### src/rtl/blt_pkg.sv
package blt_pkg;
  typedef enum logic {ST_IDLE = 1'b0, ST_FILL = 1'b1} blt_state_e;
  localparam int unsigned BLT_NBUF = 2;
endpackage

### src/rtl/blt_ptr_regs.sv
module blt_ptr_regs #(
  parameter int ADDR_W = 12,
  parameter int NBUF   = 2,
  parameter int STEP   = 4,
  localparam int SEL_W = (NBUF > 1) ? $clog2(NBUF) : 1
) (
  input  logic              clk,
  input  logic              wr_en,
  input  logic [SEL_W-1:0]  wr_sel,
  input  logic              wr_is_ptr,
  input  logic [ADDR_W-1:0] wr_data,
  input  logic              eob_en,
  input  logic [SEL_W-1:0]  eob_sel,
  input  logic              inc_en,
  input  logic [SEL_W-1:0]  inc_sel,
  input  logic [SEL_W-1:0]  rd_sel,
  output logic [ADDR_W-1:0] rd_ptr
);
  function automatic logic [ADDR_W-1:0] ptr_advance(input logic [ADDR_W-1:0] p);
    return p + ADDR_W'(STEP);
  endfunction

  logic [ADDR_W-1:0] base_q [NBUF];
  logic [ADDR_W-1:0] ptr_q  [NBUF];

  // no reset: software loads both registers before first use
  always_ff @(posedge clk) begin
    for (int i = 0; i < NBUF; i++) begin
      if (wr_en && !wr_is_ptr && wr_sel == SEL_W'(i)) base_q[i] <= wr_data;
      if (wr_en && wr_is_ptr && wr_sel == SEL_W'(i))  ptr_q[i] <= wr_data;
      else if (eob_en && eob_sel == SEL_W'(i))        ptr_q[i] <= base_q[i];
      else if (inc_en && inc_sel == SEL_W'(i))        ptr_q[i] <= ptr_advance(ptr_q[i]);
    end
  end

  assign rd_ptr = ptr_q[rd_sel];
endmodule

### src/rtl/blt_line_store.sv
module blt_line_store #(
  parameter int DATA_W = 32,
  parameter int WORDS  = 4,
  parameter int TAG_W  = 8,
  localparam int WO_W   = $clog2(WORDS),
  localparam int LINE_W = DATA_W * WORDS
) (
  input  logic              clk,
  input  logic              rst_n,
  input  logic              put_en,
  input  logic [WO_W-1:0]   put_wo,
  input  logic [DATA_W-1:0] put_data,
  input  logic              put_retag,
  input  logic              put_clean,
  input  logic [TAG_W-1:0]  put_tag,
  input  logic              evict_en,
  input  logic              fill_en,
  input  logic [TAG_W-1:0]  fill_tag,
  input  logic [LINE_W-1:0] fill_data,
  output logic [TAG_W-1:0]  tag,
  output logic              full,
  output logic [WORDS-1:0]  mask,
  output logic [WORDS-1:0]  put_mask,
  output logic [LINE_W-1:0] data,
  output logic [LINE_W-1:0] merged
);
  function automatic logic [WORDS-1:0] wo_bit(input logic [WO_W-1:0] w);
    return WORDS'(1) << w;
  endfunction

  logic [TAG_W-1:0] tag_q;
  logic             full_q;
  logic [WORDS-1:0] mask_q;

  for (genvar g = 0; g < WORDS; g++) begin : g_word
    logic [DATA_W-1:0] word_q;
    always_ff @(posedge clk) begin
      if (fill_en)                              word_q <= fill_data[g*DATA_W +: DATA_W];
      else if (put_en && put_wo == WO_W'(g))    word_q <= put_data;
    end
    assign data[g*DATA_W +: DATA_W]   = word_q;
    assign merged[g*DATA_W +: DATA_W] = (put_wo == WO_W'(g)) ? put_data : word_q;
  end

  assign put_mask = (put_retag ? '0 : mask_q) | wo_bit(put_wo);

  always_ff @(posedge clk or negedge rst_n) begin
    if (!rst_n) begin
      tag_q  <= '0;
      full_q <= 1'b0;
      mask_q <= '0;
    end else if (fill_en) begin
      tag_q  <= fill_tag;
      full_q <= 1'b1;
    end else if (put_en) begin
      if (put_retag) begin
        tag_q  <= put_tag;
        full_q <= 1'b0;
      end
      mask_q <= put_clean ? '0 : put_mask;
    end else if (evict_en) begin
      mask_q <= '0;
    end
  end

  assign tag  = tag_q;
  assign full = full_q;
  assign mask = mask_q;
endmodule

### src/rtl/blt_line_buf.sv
module blt_line_buf
  import blt_pkg::*;
#(
  parameter int ADDR_W     = 12,
  parameter int DATA_W     = 32,
  parameter int LINE_BYTES = 16,
  parameter int NBUF       = BLT_NBUF,
  localparam int SEL_W       = (NBUF > 1) ? $clog2(NBUF) : 1,
  localparam int BYTES_PER_W = DATA_W / 8,
  localparam int WO_LSB      = $clog2(BYTES_PER_W),
  localparam int LINE_LSB    = $clog2(LINE_BYTES),
  localparam int WORDS       = LINE_BYTES / BYTES_PER_W,
  localparam int WO_W        = $clog2(WORDS),
  localparam int TAG_W       = ADDR_W - LINE_LSB,
  localparam int LINE_W      = DATA_W * WORDS
) (
  input  logic              clk,
  input  logic              rst_n,
  input  logic              reg_wr_en,
  input  logic [SEL_W-1:0]  reg_wr_sel,
  input  logic              reg_wr_ptr,
  input  logic [ADDR_W-1:0] reg_wr_data,
  input  logic              req_valid,
  input  logic              req_write,
  input  logic [SEL_W-1:0]  req_buf,
  input  logic [DATA_W-1:0] req_wdata,
  output logic              req_ready,
  output logic              rsp_valid,
  output logic [DATA_W-1:0] rsp_rdata,
  input  logic              eob_valid,
  input  logic [SEL_W-1:0]  eob_buf,
  output logic              ram_en,
  output logic              ram_we,
  output logic [TAG_W-1:0]  ram_addr,
  output logic [WORDS-1:0]  ram_wmask,
  output logic [LINE_W-1:0] ram_wdata,
  input  logic [LINE_W-1:0] ram_rdata
);
  function automatic logic [TAG_W-1:0] line_of(input logic [ADDR_W-1:0] a);
    return a[ADDR_W-1:LINE_LSB];
  endfunction
  function automatic logic [WO_W-1:0] word_of(input logic [ADDR_W-1:0] a);
    return a[LINE_LSB-1:WO_LSB];
  endfunction
  function automatic logic [DATA_W-1:0] word_pick(input logic [LINE_W-1:0] l,
                                                  input logic [WO_W-1:0] w);
    return l[w*DATA_W +: DATA_W];
  endfunction

  // named events shared with the checker
  logic [ADDR_W-1:0] req_addr;
  logic              evict, fill, rd_fetch, rd_accept, wr_accept, last_put;
  logic              unused_lsb;

  blt_state_e       state_q;
  logic [TAG_W-1:0] fill_tag_q;
  logic             flush_pend_q;
  logic             rsp_valid_q;
  logic [DATA_W-1:0] rsp_rdata_q;

  logic [TAG_W-1:0]  lb_tag;
  logic              lb_full;
  logic [WORDS-1:0]  lb_mask, put_mask;
  logic [LINE_W-1:0] lb_data, lb_merged;

  logic [TAG_W-1:0] a_tag;
  logic [WO_W-1:0]  a_wo;
  logic same_line, hit, dirty, idle, do_pflush, act, wr_conflict, rd_flush;

  blt_ptr_regs #(.ADDR_W(ADDR_W), .NBUF(NBUF), .STEP(BYTES_PER_W)) u_regs (
    .clk(clk), .wr_en(reg_wr_en), .wr_sel(reg_wr_sel), .wr_is_ptr(reg_wr_ptr),
    .wr_data(reg_wr_data), .eob_en(eob_valid), .eob_sel(eob_buf),
    .inc_en(rd_accept || wr_accept), .inc_sel(req_buf), .rd_sel(req_buf),
    .rd_ptr(req_addr)
  );

  assign unused_lsb = ^req_addr[WO_LSB-1:0];
  assign a_tag      = line_of(req_addr);
  assign a_wo       = word_of(req_addr);

  assign same_line   = (a_tag == lb_tag);
  assign hit         = lb_full && same_line;
  assign dirty       = |lb_mask;
  assign idle        = (state_q == ST_IDLE);
  assign fill        = (state_q == ST_FILL);
  assign do_pflush   = idle && !reg_wr_en && flush_pend_q;
  assign act         = idle && !reg_wr_en && !flush_pend_q && req_valid;
  assign wr_conflict = act && req_write && dirty && !same_line;
  assign rd_flush    = act && !req_write && !hit && dirty;
  assign rd_fetch    = act && !req_write && !hit && !dirty;
  assign wr_accept   = act && req_write && !wr_conflict;
  assign rd_accept   = act && !req_write && hit;
  assign evict       = wr_conflict || rd_flush || (do_pflush && dirty);
  assign last_put    = wr_accept && (a_wo == WO_W'(WORDS-1));

  blt_line_store #(.DATA_W(DATA_W), .WORDS(WORDS), .TAG_W(TAG_W)) u_line (
    .clk(clk), .rst_n(rst_n),
    .put_en(wr_accept), .put_wo(a_wo), .put_data(req_wdata),
    .put_retag(!same_line), .put_clean(last_put), .put_tag(a_tag),
    .evict_en(evict), .fill_en(fill), .fill_tag(fill_tag_q), .fill_data(ram_rdata),
    .tag(lb_tag), .full(lb_full), .mask(lb_mask), .put_mask(put_mask),
    .data(lb_data), .merged(lb_merged)
  );

  assign ram_en    = evict || rd_fetch || last_put;
  assign ram_we    = evict || last_put;
  assign ram_addr  = (rd_fetch || last_put) ? a_tag : lb_tag;
  assign ram_wmask = last_put ? put_mask : lb_mask;
  assign ram_wdata = last_put ? lb_merged : lb_data;
  assign req_ready = rd_accept || wr_accept;

  always_ff @(posedge clk or negedge rst_n) begin
    if (!rst_n) begin
      state_q      <= ST_IDLE;
      fill_tag_q   <= '0;
      flush_pend_q <= 1'b0;
      rsp_valid_q  <= 1'b0;
    end else begin
      if (rd_fetch) begin
        state_q    <= ST_FILL;
        fill_tag_q <= a_tag;
      end else if (fill) begin
        state_q <= ST_IDLE;
      end
      if (eob_valid)      flush_pend_q <= 1'b1;
      else if (do_pflush) flush_pend_q <= 1'b0;
      rsp_valid_q <= rd_accept;
    end
  end

  always_ff @(posedge clk) begin
    if (rd_accept) rsp_rdata_q <= word_pick(lb_data, a_wo);
  end

  assign rsp_valid = rsp_valid_q;
  assign rsp_rdata = rsp_rdata_q;
endmodule

### config.mk
export PLATFORM = sky130hd
export DESIGN_NAME = blt_line_buf
export DESIGN_NICKNAME = d
export VERILOG_FILES = /design/src/rtl/blt_pkg.sv /design/src/rtl/blt_ptr_regs.sv /design/src/rtl/blt_line_store.sv /design/src/rtl/blt_line_buf.sv
export SDC_FILE = /design/constraint.sdc
export NUM_CORES = 1
export LEC_CHECK = 0
export BUFFER_PORTS_ARGS = -buffer_cell sky130_fd_sc_hd__buf_2
export CORE_UTILIZATION = 45
export CTS_CLUSTER_SIZE = 24
export DETAILED_ROUTE_END_ITERATION = 12
export PLACE_DENSITY = 0.75
export SLEW_MARGIN = 20
export SYNTH_ARGS = -nofsm -noshare
export SYNTH_HDL_FRONTEND = slang
export SYNTH_SLANG_ARGS = --single-unit
### constraint.sdc
create_clock -name clk -period 3.3 [get_ports clk]
set_input_delay 0 -clock clk [delete_from_list [all_inputs] [get_ports clk]]
set_output_delay 0 -clock clk [all_outputs]
set_load 0.005 [all_outputs]
## After elaboration in Yosys (flattened, before gate mapping)

Memories as Yosys holds them, arrays and structs flattened.
Index checks and enable logic that the tools add are counted.

| storage, ports and cells | value |
|---|---|
| bits in registers | 184 |
| RAM bits | 48 |
| bits of input ports | 182 |
| output and inout bits | 176 |
| word-level logic and storage cells | 145 |
| memories kept | 2 |

| cells by class | value |
|---|---|
| add/subtract/negate cells | 2 |
| eq/ne operators | 5 |
| shifts and indexed selects | 2 |
| multiplexer cells | 57 |
| bitwise logic cells | 9 |
| reduce and logical (&&, ||, !) cells | 56 |

Memory list:

| memory | words | width | rd ports | clocked after Yosys merged registers in | write ports | line | source |
|---|---|---|---|---|---|---|---|
| u_regs.base_q | 2 | 12 | 2 | 0 | 1 | blt_ptr_regs.sv:23 | `logic [ADDR_W-1:0] base_q [NBUF];` |
| u_regs.ptr_q | 2 | 12 | 3 | 0 | 2 | blt_ptr_regs.sv:24 | `logic [ADDR_W-1:0] ptr_q [NBUF];` |

Operators with widths:

| cell | number |
|---|---|
| 32-bit 2-to-1 mux | 12 |
| 128-bit 2-to-1 mux | 1 |
| 128-bit by 8-bit indexed part select with 32-bit output | 1 |
| 12-bit 2-to-1 mux | 5 |
| 8-bit 2-to-1 mux | 4 |
| 1-bit 2-to-1 mux | 30 |
| 1-bit logical AND | 29 |
| 12-bit by 3-bit adder with 12-bit output (second input constant) | 2 |
| 4-bit 2-to-1 mux | 5 |
| 2-bit nonzero test | 7 |
| 12-bit OR reduction | 1 |
| 8-bit == test | 1 |
| 1-bit zero test | 8 |
| 1-bit logical OR | 7 |
| 2-bit == test (second input constant) | 2 |
| 1-bit inverter | 4 |
| 1-bit OR | 4 |
| 4-bit OR | 1 |
| 2-bit AND reduction | 2 |
| 4-bit OR reduction | 1 |
| 1-bit by 2-bit left shift with 4-bit output (first input constant) | 1 |
| 2-bit by 1-bit == test with 1-bit output (second input constant) | 1 |
| 2-bit zero test | 1 |
| 2-bit inequality test (second input constant) | 1 |

## Longest topological paths before layout

| logic depth | value |
|---|---|
| depth in word-level cells | 16 |
| depth in mapped cells | 10 |
| depth with buffers taken out | 6 |

## Modules after synthesis

From an unflattened synthesis, not the netlist that was laid out.

| unflattened totals | value |
|---|---|
| cells, all modules | 1256 |
| area, all modules | 14142.3 um^2 |

By module, submodules not included:

| module | instances | cells each | area each (um^2) | sequential area each (um^2) |
|---|---|---|---|---|
| blt_line_store | 1 | 783 | 7609.8 | 4169.0 |
| blt_line_buf | 1 | 288 | 4135.2 | 1236.2 |
| blt_ptr_regs | 1 | 185 | 2397.3 | 1441.4 |

## Worst setup path after synthesis

No wires, ideal clock.

| timing path | value |
|---|---|
| kind | flip-flop to flip-flop |
| from | mem u_regs.ptr_q[0][4] |
| to | reg rsp_rdata_q[0] (netlist: rsp_rdata[0]), enable pin |
| library setup time | 422 ps |
| data arrival time | 2930 ps |
| required time | 2878 ps |
| slack | -52 ps |
| stages on the path, launching flop included | 6 |
| path buffers | 0 |
| period minus slack after synthesis | 3352 ps |
| path through | edfxtp_1 > mux2_4 > xor2_1 > nor4_4 > nand2_2 > nor2_1 |

RTL lines:

| item | line | source |
|---|---|---|
| start, declared | blt_ptr_regs.sv:24 |  |
| end signal, assigned | blt_line_buf.sv:132 | `if (rd_accept) rsp_rdata_q <= word_pick(lb_data, a_wo);` |
| end, declared | blt_line_buf.sv:59 | `logic [DATA_W-1:0] rsp_rdata_q;` |

==> results.md <==
* Final Slew Violations at 0
* CTS Root Cell: clkbuf_16
* Critical path's slowest cell: or4_4
* Worst-Skew Late Latency at 0.55 ns
* Dpl cells at 1504
* Antenna-violating nets left at 0
* Pin count of the biggest net entering global routing at 93
* Synth-to-Final Area Change at 49.05%
* Status: complete, but fails checks
* Psw at 2106 uW
* Post-Layout Cell Count at 1835
* Asr flop ratio synth at 10.71%
* Maximum VDD drop at 0.3755 mV
* Relative slew margins at 35.30%
* Worst r2r path cells at 5
* DIE AREA at 25770 sq um
* Hold Violations, Final at 2
* DR WL/cell at 23.50 um
* Final min period at 3.255 ns
* Max cap viols at 0
* Tcrit/Tclk final at 98.63%
* CP cell instances: mux2_4 > xor2_1 > or4_4 > o21ai_4 > and3_4 > buf_12 > mux2_2 > buf_2
* Port Buffer Count at 355
* Leakage power at 0.006994 uW
* Area share of the largest cell type after synthesis at 53.11%
* Gate count of the mapped netlist at 940
* Gpl congestion at 0.9129
* Vert. Die Dim at 160.5 um
* Seq/Total Area, Yosys at 58.43%
* Min-delay worst type: in2async
* Design Power at 7918 uW
* Row count at 57
* Cell variety after synth at 58
* Vias in the first global route at 10830
* Core area at 24460 sq um
* Initial antenna violation count at 7
* Final HPWL DP at 23320 um
* NumNets Final at 1670
* First-pass GRT wire length at 63670 um
* Setup WS pre-CTS at 0.2538 ns
* Clk buf depth at 3
* Drt pass-1 iters at 6
* Critical Path End Type: output port
* Die width at 160.5 um
* Setup Skew at 0.03296 ns
* Number of DRC markers in iteration 0 at 1040
* Total Wirelength at 43130 um
* Largest stage delay, worst path at 0.60 ns
* Overflow after GRT at 0
* Final setup vio count at 0
* Main synth FF type: edfxtp_1
* Share of cells above drive strength 1 at 35.24%
* Delay-heaviest family, CP: simple AND/OR/NAND/NOR gates
* Top post-synthesis cells by area: edfxtp_1 53%, nand2_1 9.4%, mux4_2 6.4%
* Sw Ratio at 26.59%
* Mapped Area at 11310 sq um
* Most common cell in the synthesized netlist: nand2_1
* CP Max Fanout at 9
* Total Routing Usage GR at 32.99%
* H-tree depth at 1
* Sink Count at 224
* Number of synthesized flops with an enable pin at 200
* Starting Density at 46.22%
* Via density at 5.638
* CTS tree: yes
* Crit path buffers/inverters at 2
* # DRC at 0
* Critical path class: reg2out
* Seq cells post-synth at 224
* Mean Syn Cell Area at 12.03 sq um
* Yosys Warn Count at 0
* Worst Path Required at 3.30 ns
* Clock share of power at 36.1%
* Worst Max-Slew Pin Slew at 0.9705 ns
* Violated checks: negative hold slack
* Worst Setup Start Kind: flop
* PD cells at 469.8 nW/um^2
* Arrival @ worst endpoint at 3.25 ns
* WP depth at 8
* Vias at 10350
* Reg clk slew, reported paths at 0.06 ns
* Final hold slack at -0.001059 ns
* Synth top cells by count: 283 x nand2_1, 200 x edfxtp_1, 127 x clkbuf_1, 35 x nand2b_1, 32 x mux4_2
* Internal at 5812 uW
* Io pins at 358
* Synthesized Nets at 1124
* Yosys top cell by area: edfxtp_1
* Max Freq at 0.3072 GHz
* Power share of the combinational group at 19.9%
* Num CTS Buffers at 26
* Reg power frac at 44.0%
* PnR worst setup slack at 0.04514 ns
worst paths after layout:
check | to | slack, ns | startpoint
worst min register to register | u_line.tag[6] | 0.48 | fill_tag_q[6]
worst max register to register | u_line.g_word[2].word_q[18] | 0.21 | fill
max in group asynchronous | fill | 2.88 | rst_n
worst min-delay path | u_line.tag[5] | -0.001 | rst_n
worst max-delay path | ram_wdata[126] | 0.05 | u_regs.ptr_q[1][6]
min in group clk | u_line.mask[3] | 0.05 | req_write
final cells by class:
| cell class | instances | area [sq um] |
|---|---|---|
| fill | 1541 | 7609 |
| tap | 324 | 405.4 |
| clock inverter | 15 | 151.4 |
| clock buffer | 31 | 669.4 |
| sequential | 224 | 6610 |
| timing repair buffer | 656 | 4831 |
| multi-input combinational | 568 | 4131 |
| antenna | 7 | 17.52 |
| inverter | 10 | 37.54 |
sequential cells by signal, summed over array words and instances (netlist names), 4 cells and up:
signal                count
u_line.tag                8
rsp_rdata                32
fill_tag_q                8
u_line.g_word.word_q    128
u_regs.ptr_q             20
u_regs.base_q            20
u_line.mask               4
worst reg2reg max path: cells and delay by family, from the launching register on:
family / cells / cell delay (ns)
simple gates: 2 / 0.44
flops: 1 / 0.41
buf+inv: 3 / 2.01
placed cells by master, fill, tap and decap left out, types with 9 or more instances in the layout:
cell type,count
buf_4,21
nand3_1,9
mux2i_1,28
edfxtp_1,200
clkbuf_16,27
buf_2,355
dfrtp_1,23
nand2b_1,35
nand2_1,283
mux2_4,26
o21ai_0,13
mux4_2,32
mux2_2,29
dlygate4sd3_1,271
inv_1,10
xor2_1,16
per-stage QoR:
step                utilization [%]  area, sq um  setup TNS (ns)
global placement              53.92        13190               0
finish                        68.90        16850               0
detailed placement            53.93        13190               0
floorplan                         -        11310               0
global route                  68.89        16850        -0.06336
CTS                           68.56        16770       -0.002266
cell families after synthesis:
family          share of synthesized area (%)
compound gates                          3.497
simple gates                            14.34
mux                                     16.03
flops                                   58.43
xor+xnor                                1.925
buf+inv                                 5.555
fa+ha+maj                              0.2213
what timing repair did:
action | in CTS | in global routing
cloned | 1 | 1
setup buffers | 2 | 3
pin swaps | 1 | 0
endpoints found under the hold margin | 203 | 0
gates resized for setup | 4 | 3
setup endpoints to repair | 32 | 78
hold buffers | 271 | 0
power by group through the flow:
stage	logic (uW)	clock network (uW)	registers (uW)
4_1_cts	1490	2840	3480
3_5_place_dp	1190	0	3540
2_1_floorplan	763	0	3490
3_3_place_gp	1160	0	3520
6_report	1580	2860	3480
5_1_grt	1670	2970	3510
metal layers:
layer / up-vias / GRT usage [%] / share of wire [%]
li1: 4342 / - / -
met1: 4936 / 37.66 / 34
met2: 848 / 54.66 / 48
met3: 217 / 7.154 / 11
met4: 2 / 24.50 / 8.4
met5: - / 0 / 0.021
Note: power is estimated with default switching activity, not from simulation.
